[src/rtl/ldfmt_pkg.sv]
package ldfmt_pkg;
  localparam int DW      = 64;
  localparam int CODE_W  = 2;
  localparam int NCODES  = 1 << CODE_W;

  typedef enum logic [CODE_W-1:0] {
    W8  = 2'b00,
    W16 = 2'b01,
    W32 = 2'b10,
    W64 = 2'b11
  } wcode_e;

  // number of bits selected by a width code
  function automatic logic [6:0] code_bits(input logic [CODE_W-1:0] c);
    return 7'd8 << c;
  endfunction

  // low-bit mask for a width code
  function automatic logic [DW-1:0] code_mask(input logic [CODE_W-1:0] c);
    logic [DW-1:0] m;
    m = '1;
    if (c != W64) m = (64'd1 << code_bits(c)) - 64'd1;
    return m;
  endfunction
endpackage

[src/rtl/ldfmt_swap.sv]
module ldfmt_swap
  import ldfmt_pkg::*;
#(
  parameter int DATA_W = DW
) (
  input  logic [DATA_W-1:0] raw,
  input  logic [CODE_W-1:0] op_code,
  input  logic              do_swap,
  output logic [DATA_W-1:0] op_val
);
  localparam int NB = DATA_W / 8;

  logic [DATA_W-1:0] cut;
  logic [DATA_W-1:0] rev [NCODES];

  assign cut = raw & code_mask(op_code);

  // one reversal network per operation width
  for (genvar g = 0; g < NCODES; g++) begin : g_width
    localparam int GB = 1 << g;
    for (genvar k = 0; k < NB; k++) begin : g_byte
      if (k < GB) begin : g_in
        assign rev[g][8*k +: 8] = cut[8*(GB-1-k) +: 8];
      end else begin : g_out
        assign rev[g][8*k +: 8] = 8'h00;
      end
    end
  end

  always_comb begin
    op_val = cut;
    if (do_swap) op_val = rev[op_code];
  end
endmodule

[src/rtl/ldfmt_src_adj.sv]
module ldfmt_src_adj
  import ldfmt_pkg::*;
#(
  parameter int DATA_W = DW
) (
  input  logic [DATA_W-1:0] op_val,
  input  logic [CODE_W-1:0] op_code,
  input  logic [CODE_W-1:0] src_code,
  input  logic              sat_en,
  output logic [DATA_W-1:0] src_val
);
  logic [6:0]               sh;
  logic signed [DATA_W-1:0] sext;
  logic [DATA_W-1:0]        wide;

  always_comb begin
    sh   = 7'(DATA_W) - code_bits(op_code);
    sext = $signed(op_val << sh) >>> sh;
    wide = sat_en ? DATA_W'(sext) : op_val;
    src_val = wide & code_mask(src_code);
  end
endmodule

[src/rtl/ldfmt_dst_adj.sv]
module ldfmt_dst_adj
  import ldfmt_pkg::*;
#(
  parameter int DATA_W = DW
) (
  input  logic [DATA_W-1:0] src_val,
  input  logic [CODE_W-1:0] src_code,
  input  logic [CODE_W-1:0] dst_code,
  input  logic              sat_en,
  input  logic              sat_signed,
  output logic [DATA_W-1:0] dst_val
);
  logic [6:0]               sh;
  logic [6:0]               dbits;
  logic [DATA_W-1:0]        dmask;
  logic signed [DATA_W-1:0] sval;
  logic signed [DATA_W-1:0] smax;
  logic signed [DATA_W-1:0] smin;
  logic [DATA_W-1:0]        clamped;

  always_comb begin
    sh    = 7'(DATA_W) - code_bits(src_code);
    sval  = $signed(src_val << sh) >>> sh;
    dbits = code_bits(dst_code);
    dmask = code_mask(dst_code);
    smax  = $signed((64'd1 << (dbits - 7'd1)) - 64'd1);
    smin  = ~smax;
    clamped = src_val;
    if (sat_signed) begin
      if (sval > smax)      clamped = smax;
      else if (sval < smin) clamped = smin;
      else                  clamped = sval;
    end else begin
      if (sval[DATA_W-1])               clamped = '0;
      else if ((sval & ~dmask) != '0)   clamped = dmask;
      else                              clamped = sval;
    end
    dst_val = (sat_en ? clamped : src_val) & dmask;
  end
endmodule

[src/rtl/ldfmt_unit.sv]
module ldfmt_unit
  import ldfmt_pkg::*;
#(
  parameter int DATA_W = DW
) (
  input  logic              clk,
  input  logic              rst_n,
  input  logic              in_valid,
  input  logic [DATA_W-1:0] raw_data,
  input  logic [1:0]        op_width,
  input  logic              brev_op,
  input  logic              little_endian,
  input  logic              sat_en,
  input  logic              sat_signed,
  input  logic [1:0]        src_width,
  input  logic [1:0]        dst_width,
  output logic              out_valid,
  output logic [DATA_W-1:0] out_data
);
  logic              swap_en;
  logic [DATA_W-1:0] op_val;
  logic [DATA_W-1:0] src_val;
  logic [DATA_W-1:0] dst_val;
  logic              valid_d, valid_q;
  logic [DATA_W-1:0] data_d,  data_q;

  assign swap_en = ~(brev_op ^ little_endian);

  ldfmt_swap #(.DATA_W(DATA_W)) u_swap (
    .raw     (raw_data),
    .op_code (op_width),
    .do_swap (swap_en),
    .op_val  (op_val)
  );

  ldfmt_src_adj #(.DATA_W(DATA_W)) u_src (
    .op_val   (op_val),
    .op_code  (op_width),
    .src_code (src_width),
    .sat_en   (sat_en),
    .src_val  (src_val)
  );

  ldfmt_dst_adj #(.DATA_W(DATA_W)) u_dst (
    .src_val    (src_val),
    .src_code   (src_width),
    .dst_code   (dst_width),
    .sat_en     (sat_en),
    .sat_signed (sat_signed),
    .dst_val    (dst_val)
  );

  // next state
  always_comb begin
    valid_d = in_valid;
    data_d  = data_q;
    if (in_valid) data_d = dst_val;
  end

  // state
  always_ff @(posedge clk or negedge rst_n) begin
    if (!rst_n) begin
      valid_q <= 1'b0;
      data_q  <= '0;
    end else begin
      valid_q <= valid_d;
      data_q  <= data_d;
    end
  end

  assign out_valid = valid_q;
  assign out_data  = data_q;


  valid_follow_chk: assert property (@(posedge clk) disable iff (!rst_n)
    in_valid |=> out_valid);


  idle_hold_chk: assert property (@(posedge clk) disable iff (!rst_n)
    !in_valid |=> (!out_valid && $stable(out_data)));


  upper_zero_chk: assert property (@(posedge clk) disable iff (!rst_n)
    in_valid |=> ((out_data & ~code_mask($past(dst_width))) == '0));


  plain_pass_chk: assert property (@(posedge clk) disable iff (!rst_n)
    (in_valid && !sat_en && (brev_op != little_endian) &&
     op_width == W64 && src_width == W64 && dst_width == W64)
    |=> (out_data == $past(raw_data)));
endmodule

[config.mk]
export PLATFORM = sky130hd
export DESIGN_NAME = ldfmt_unit
export DESIGN_NICKNAME = d
export VERILOG_FILES = /design/src/rtl/ldfmt_pkg.sv /design/src/rtl/ldfmt_swap.sv /design/src/rtl/ldfmt_src_adj.sv /design/src/rtl/ldfmt_dst_adj.sv /design/src/rtl/ldfmt_unit.sv
export SDC_FILE = /design/constraint.sdc
export NUM_CORES = 1
export LEC_CHECK = 0
export BUFFER_PORTS_ARGS = -buffer_cell sky130_fd_sc_hd__buf_2
export CAP_MARGIN = 40
export CORE_MARGIN = 1.5
export CORE_UTILIZATION = 60
export CTS_BUF_LIST = sky130_fd_sc_hd__clkbuf_8
export DETAILED_ROUTE_END_ITERATION = 7
export GPL_ROUTABILITY_DRIVEN = 0
export HOLD_SLACK_MARGIN = 0.08
export PLACE_DENSITY = 0.88
export SETUP_SLACK_MARGIN = 0.05
export SLEW_MARGIN = 20
export SYNTH_ARGS = -nofsm -noshare
export SYNTH_HDL_FRONTEND = slang
export SYNTH_SLANG_ARGS = --single-unit
[constraint.sdc]
create_clock -name clk -period 1 [get_ports clk]
set_input_delay 0.1 -clock clk [delete_from_list [all_inputs] [get_ports clk]]
set_output_delay 0.1 -clock clk [all_outputs]
set_load 0.05 [all_outputs]
==> results of run 1 <==
per-stage QoR:
stage	setup WS (ns)	setup TNS, ns
after floorplan	-3.11	-185.95
after global placement	-3.65	-221.03
after detailed placement	-4.09	-249.67
after CTS	-3.34	-213.01
synthesized netlist by cell type, types with 6 or more instances:
cell	instances	area share
mux2i_1	30	0.032
nand4_1	13	0.0087
nor2b_1	14	0.0094
a221o_1	12	0.013
o2bb2ai_1	10	0.0094
a211oi_1	8	0.0064
o211a_1	8	0.0086
nor3_1	27	0.014
a32o_1	6	0.0064
o211ai_1	17	0.014
clkbuf_1	48	0.019
a211o_1	12	0.011
o221ai_1	40	0.038
and3_1	8	0.0054
buf_2	14	0.0075
a31oi_1	8	0.0054
o31ai_1	11	0.0088
buf_1	9	0.0036
o21bai_1	6	0.0048
nand2_1	150	0.060
o21ai_0	83	0.044
a21o_1	20	0.016
ha_1	119	0.16
inv_1	65	0.026
mux2_2	16	0.019
a21oi_1	154	0.083
nor4_1	20	0.013
and2_1	7	0.0047
buf_4	7	0.0056
nor2_1	82	0.033
dfrtp_1	65	0.17
o21ai_1	8	0.0043
nand3_1	28	0.015
o2111ai_1	9	0.0084
metal layers:
layer  global-route usage  overflow
met5                0.480         0
met4                 1.14       326
met3                0.742        14
met2                 1.21       713
met1                0.871        12
cell families after synthesis:
kind of cell | Yosys count
AO/OA/AOI/OAI | 460
flip-flops | 65
multiplexers | 52
buffers and inverters | 149
XOR/XNOR | 2
adder cells (fa/ha/maj) | 119
AND/OR/NAND/NOR | 394
timing repair:
action	4_1_cts
endpoints found under the hold margin	65
cloned	1
setup buffers	13
resized for setup	180
pin swaps	35
hold buffers	1
endpoints found under the setup margin	129
==> impl_results.md, run 1 <==
- Mux cell area share after synthesis: 0.0651
- Adder-cell share of the synthesized area: 0.159
- XOR/XNOR Fraction of Synth Area: 0.00188
- Ports: 142
- Seq/Total Area, Yosys: 0.174
- Starting Density: 0.614
- Compound-Gate Fraction of Synth Area: 0.329
- Placed cells: slightly below 2000
- Post-synth EDFFs: 0
- Clk root buf: clkbuf_8
- Outcome: did not finish
- Synth unique cells: 87
- Largest family of logic cells by synthesized area: compound AO/OA/AOI/OAI gates
- Fail Step: global routing
- GRT Total Usage: 0.964
- Primary FF master, synth: dfrtp_1
- Htree depth: 3
- Syn_nets: 1437
- Post-DP HPWL: around 42 mm
- Number of port buffers: 141
- FF+latch count, synth: 65
- Die Y: about 130 µm
- CTS buffer count: 9
- Row cnt: 45
- Fraction of registers with async set/reset: 1.00
- Total gr overflow: 1065
- Number of cells produced by synthesis: about 1200
- Syn Area/Cell: around 7.5 µm²
- Largest net degree at the start of global routing: 66
- Die Width: 128 µm
- Mapped cell area: roughly 9300 µm²
- Number of global-route vias before repair: between 15000 and 20000
- Clk sinks: 65
- Area after DPL: ~14000 µm²
- CTS Buffer Depth: 2
- Synth warn: 0
- First-pass GRT wire length: 122 mm
- Synth Area in Simple Gates: 0.203
- Stop Error: [ERROR GRT-0116] Global routing finished with congestion. Check the congestion regions in the DRC Viewer.
==> run 2, diff against run 1 <==
--- a/config.mk
+++ b/config.mk
@@ -8,13 +8,10 @@
 export BUFFER_PORTS_ARGS = -buffer_cell sky130_fd_sc_hd__buf_2
 export CAP_MARGIN = 40
 export CORE_MARGIN = 1.5
-export CORE_UTILIZATION = 60
-export CTS_BUF_LIST = sky130_fd_sc_hd__clkbuf_8
+export CORE_UTILIZATION = 40
 export DETAILED_ROUTE_END_ITERATION = 7
 export GPL_ROUTABILITY_DRIVEN = 0
-export HOLD_SLACK_MARGIN = 0.08
-export PLACE_DENSITY = 0.88
-export SETUP_SLACK_MARGIN = 0.05
+export PLACE_DENSITY_LB_ADDON = 0.15
 export SLEW_MARGIN = 20
 export SYNTH_ARGS = -nofsm -noshare
 export SYNTH_HDL_FRONTEND = slang
==> impl_results.md, run 2 <==
- Syn_nets: 1437 (unchanged)
- CTS Buffer Depth: 2 (unchanged)
- Peak supply drop: just over 0.0008 V
- Post-DP HPWL: 36.7 mm (was 42.1 mm)
- Largest net degree at the start of global routing: 66
- Most frequent cell after synthesis: a21oi_1 (unchanged)
- Max-Slew Margin vs Limit: 0.322
- Synth unique cells: 87 (unchanged)
- Clk sinks: 65 (unchanged)
- Non-filler cells, final: 2148
- Setup repair after global routing missed its margin: true
- Worst reg-to-reg path cell count: 2
- Slew @ Worst Pin: roughly 1.0 ns
- Setup Viol. Count Final: approximately 130
- Die Width: 156 µm (was 128 µm)
- Fill cell count: approximately 1700
- Met1 Routed Length: 17.9 mm
- Dpl ws: -3.81 ns (was -4.09 ns)
- Number of flip-flops under the largest register name: 64
- Die ar.: around 24000 µm²
- Residual DRC: 2
- Worst setup margin: -3.41 ns
- Via Count: 13300
- Top sig layer: met4
- Number of cells produced by synthesis: 1241 (unchanged)
- Critical path class: in -> reg
- Clock latency on the worst-skew pair: approximately 0.36 ns
- Crit path DAT: roughly 4.7 ns
- Post-synth EDFFs: 0 (unchanged)
- CP max FO: 10
- DR iter-0 viols: between 1500 and 2000
- Pre-antenna DRT Iters: 8
- Max-slew violation count: 0
- Pwr/cell area: 1240 nW/µm²
- Hold-critical path depth: 2
- Mapped cell area: 9340 µm² (unchanged)
- Post-Route Setup TNS: -211.01 ns
- CTS buffer count: 9 (unchanged)
- Final Skew: 0 ns
- Placed cells: 2066 (was 1928)
- Most frequent cells in the layout: buf_4, nand2_1, a21oi_1
- Seq/Total Area, Yosys: 0.174 (unchanged)
- Area Overhead vs Synth: 75.9%
- Total gr overflow: 0
- Syn Area/Cell: 7.52 µm² (unchanged)
- Met3 wire length: 5.72 mm
- Wirelength per Cell: 23.4 µm
- Fraction of registers with async set/reset: 1.00 (unchanged)
- Met2 Routed Length: ~23 mm
- First-pass GRT wire length: between 70 and 80 mm
- Number of global-route vias before repair: roughly 13000
- Failing checks: DRC, setup timing
- Cell repeated most along the worst path: buf_12
- Post-route ant nets: 0
- Worst setup SP type: input port
- Primary FF master, synth: dfrtp_1 (unchanged)
- Outcome: complete, but fails checks (was did not finish)
- Layout cells sized above 1: 0.495
- Max-Cap Viols: 0
- Req. time, crit path: 1.24 ns
- Row cnt: 55 (was 45)
- Initial antenna violation count: 1
- CP cell instances: clkbuf_4 > buf_12 > inv_1 > a2111oi_4 > a211o_1 > buf_6 > inv_6 > a211oi_4 > buf_12 > a21oi_1 > ha_1 > nand4_1 > nor4_4 > nand3b_1 > or4_1 > and4bb_2 > nor3_2 > a32o_2 > buf_8 > o211a_1 > a221o_1
- GRT Total Usage: 0.386
- Fin. Hold Viols: 0
- Synth warn: 0 (unchanged)
- FF+latch count, synth: 65 (unchanged)
- R2R Setup Slk: -0.02 ns
- Crit-path slowest cell: or4_1
- Number of port buffers: 141 (unchanged)
- Total Routed Length: roughly 50 mm
- Pleak: around 7.8 nW
- Area of the multi-input gates: around 8400 µm²
- Htree depth: 3 (unchanged)
- Area leader, netlist: dfrtp_1 (unchanged)
- Critical Path Sink Type: flip-flop
- Period utilization: 4.41
- Most common cell after layout, fill and taps aside: buf_4
- Max frequency: approximately 230 MHz
- CP max stage delay: 0.44 ns
- DR vias/cell: just over 6
- Core area: about 23000 µm²
- Clk root buf: clkbuf_16 (was clkbuf_8)
- Synth area leaders: dfrtp_1, ha_1, a21oi_1 (unchanged)
- Fin crit period: about 4.4 ns
- Final Net Count: slightly above 2000
- Hold Crit Class: in -> reg
- Register area: 1630 µm²
- Ports: 142 (unchanged)
- Synth top cells by count: a21oi_1, nand2_1, ha_1 (unchanged)
- Die Y: 156 µm (was 128 µm)
- Area share of the largest cell type after synthesis: 0.174 (unchanged)
- Worst-path clk slew: about 0.060 ns
- TritonCTS clock tree: done
- Starting Density: 0.410 (was 0.614)
run 2: cell counts after synthesis:
No cell type changed its count.
run 2: worst paths after layout:
| path | startpoint | endpoint |
|---|---|---|
| min | in_valid | out_valid |
| max reg2reg | out_data[43] | out_data[43] |
| min in group asynchronous | rst_n | out_data[2] |
| max | op_width[0] | out_data[62] |
| min reg2reg | out_data[18] | out_data[18] |
| max in group asynchronous | rst_n | out_data[31] |
run 2: per-stage QoR:
step	instance area, µm²	hold slack [ns]	total power [W]	util
2_1_floorplan	9780	-0.196	0.00877	-
3_3_place_gp	13900	0.153	0.0135	0.609
3_5_place_dp	13900	0.157	0.0137	0.609
4_1_cts	14900	0.218	0.0181	0.655
5_1_grt	16400	0.257	0.0212	0.721
6_report	16400	0.253	0.0204	0.721
run 2: report_power, final:
| part | internal (W) | switching [W] | leakage (nW) | total, W |
|---|---|---|---|---|
| registers | 0.00292 | 0.000255 | 0.854 | 0.00317 |
| logic | 0.00612 | 0.00741 | 6.76 | 0.0135 |
| clock network | 0.00221 | 0.00150 | 0.157 | 0.00372 |
run 2: critical path: cells and delay by family:
kind                     cells  cell delay, ns
AO/OA/AOI/OAI                7            1.69
AND/OR/NAND/NOR              6            1.62
buffers and inverters        7            0.90
adder cells (fa/ha/maj)      1            0.33
run 2: logic make-up (layout without fill, tap and decap cells):
family | after synthesis | after routing | synth area share
fa+ha+maj | 119 | 119 | 0.159
mux | 52 | 52 | 0.0651
xor+xnor | 2 | 2 | 0.00188
other cells | 0 | 2 | 0
simple gates | 394 | 394 | 0.203
buf+inv | 149 | 741 | 0.0670
flops | 65 | 65 | 0.174
compound gates | 460 | 460 | 0.329
run 2: routing by layer:
layer,vias up,track usage
li1,5848,-
met1,6238,0.460
met2,957,0.635
met3,275,0.0908
met4,0,0.227
met5,-,0
run 2: timing repair:
item	in CTS	in global routing
pin swaps	19	89
gates cloned	0	5
setup buffers	15	47
hold buffers	1	0
endpoints found under the setup margin	129	129
gates resized for setup	145	262
endpoints found under the hold margin	65	0
run 2: final cells by class:
class | count | share of cell area
Multi-Input combinational cell | 1027 | 0.515
Inverter | 68 | 0.0158
Clock buffer | 9 | 0.0137
Sequential cell | 65 | 0.0991
Antenna cell | 2 | 0.000305
Tap cell | 313 | 0.0238
Timing Repair Buffer | 657 | 0.326
Clock inverter | 7 | 0.00625
Note: power is estimated with default switching activity, not from simulation.
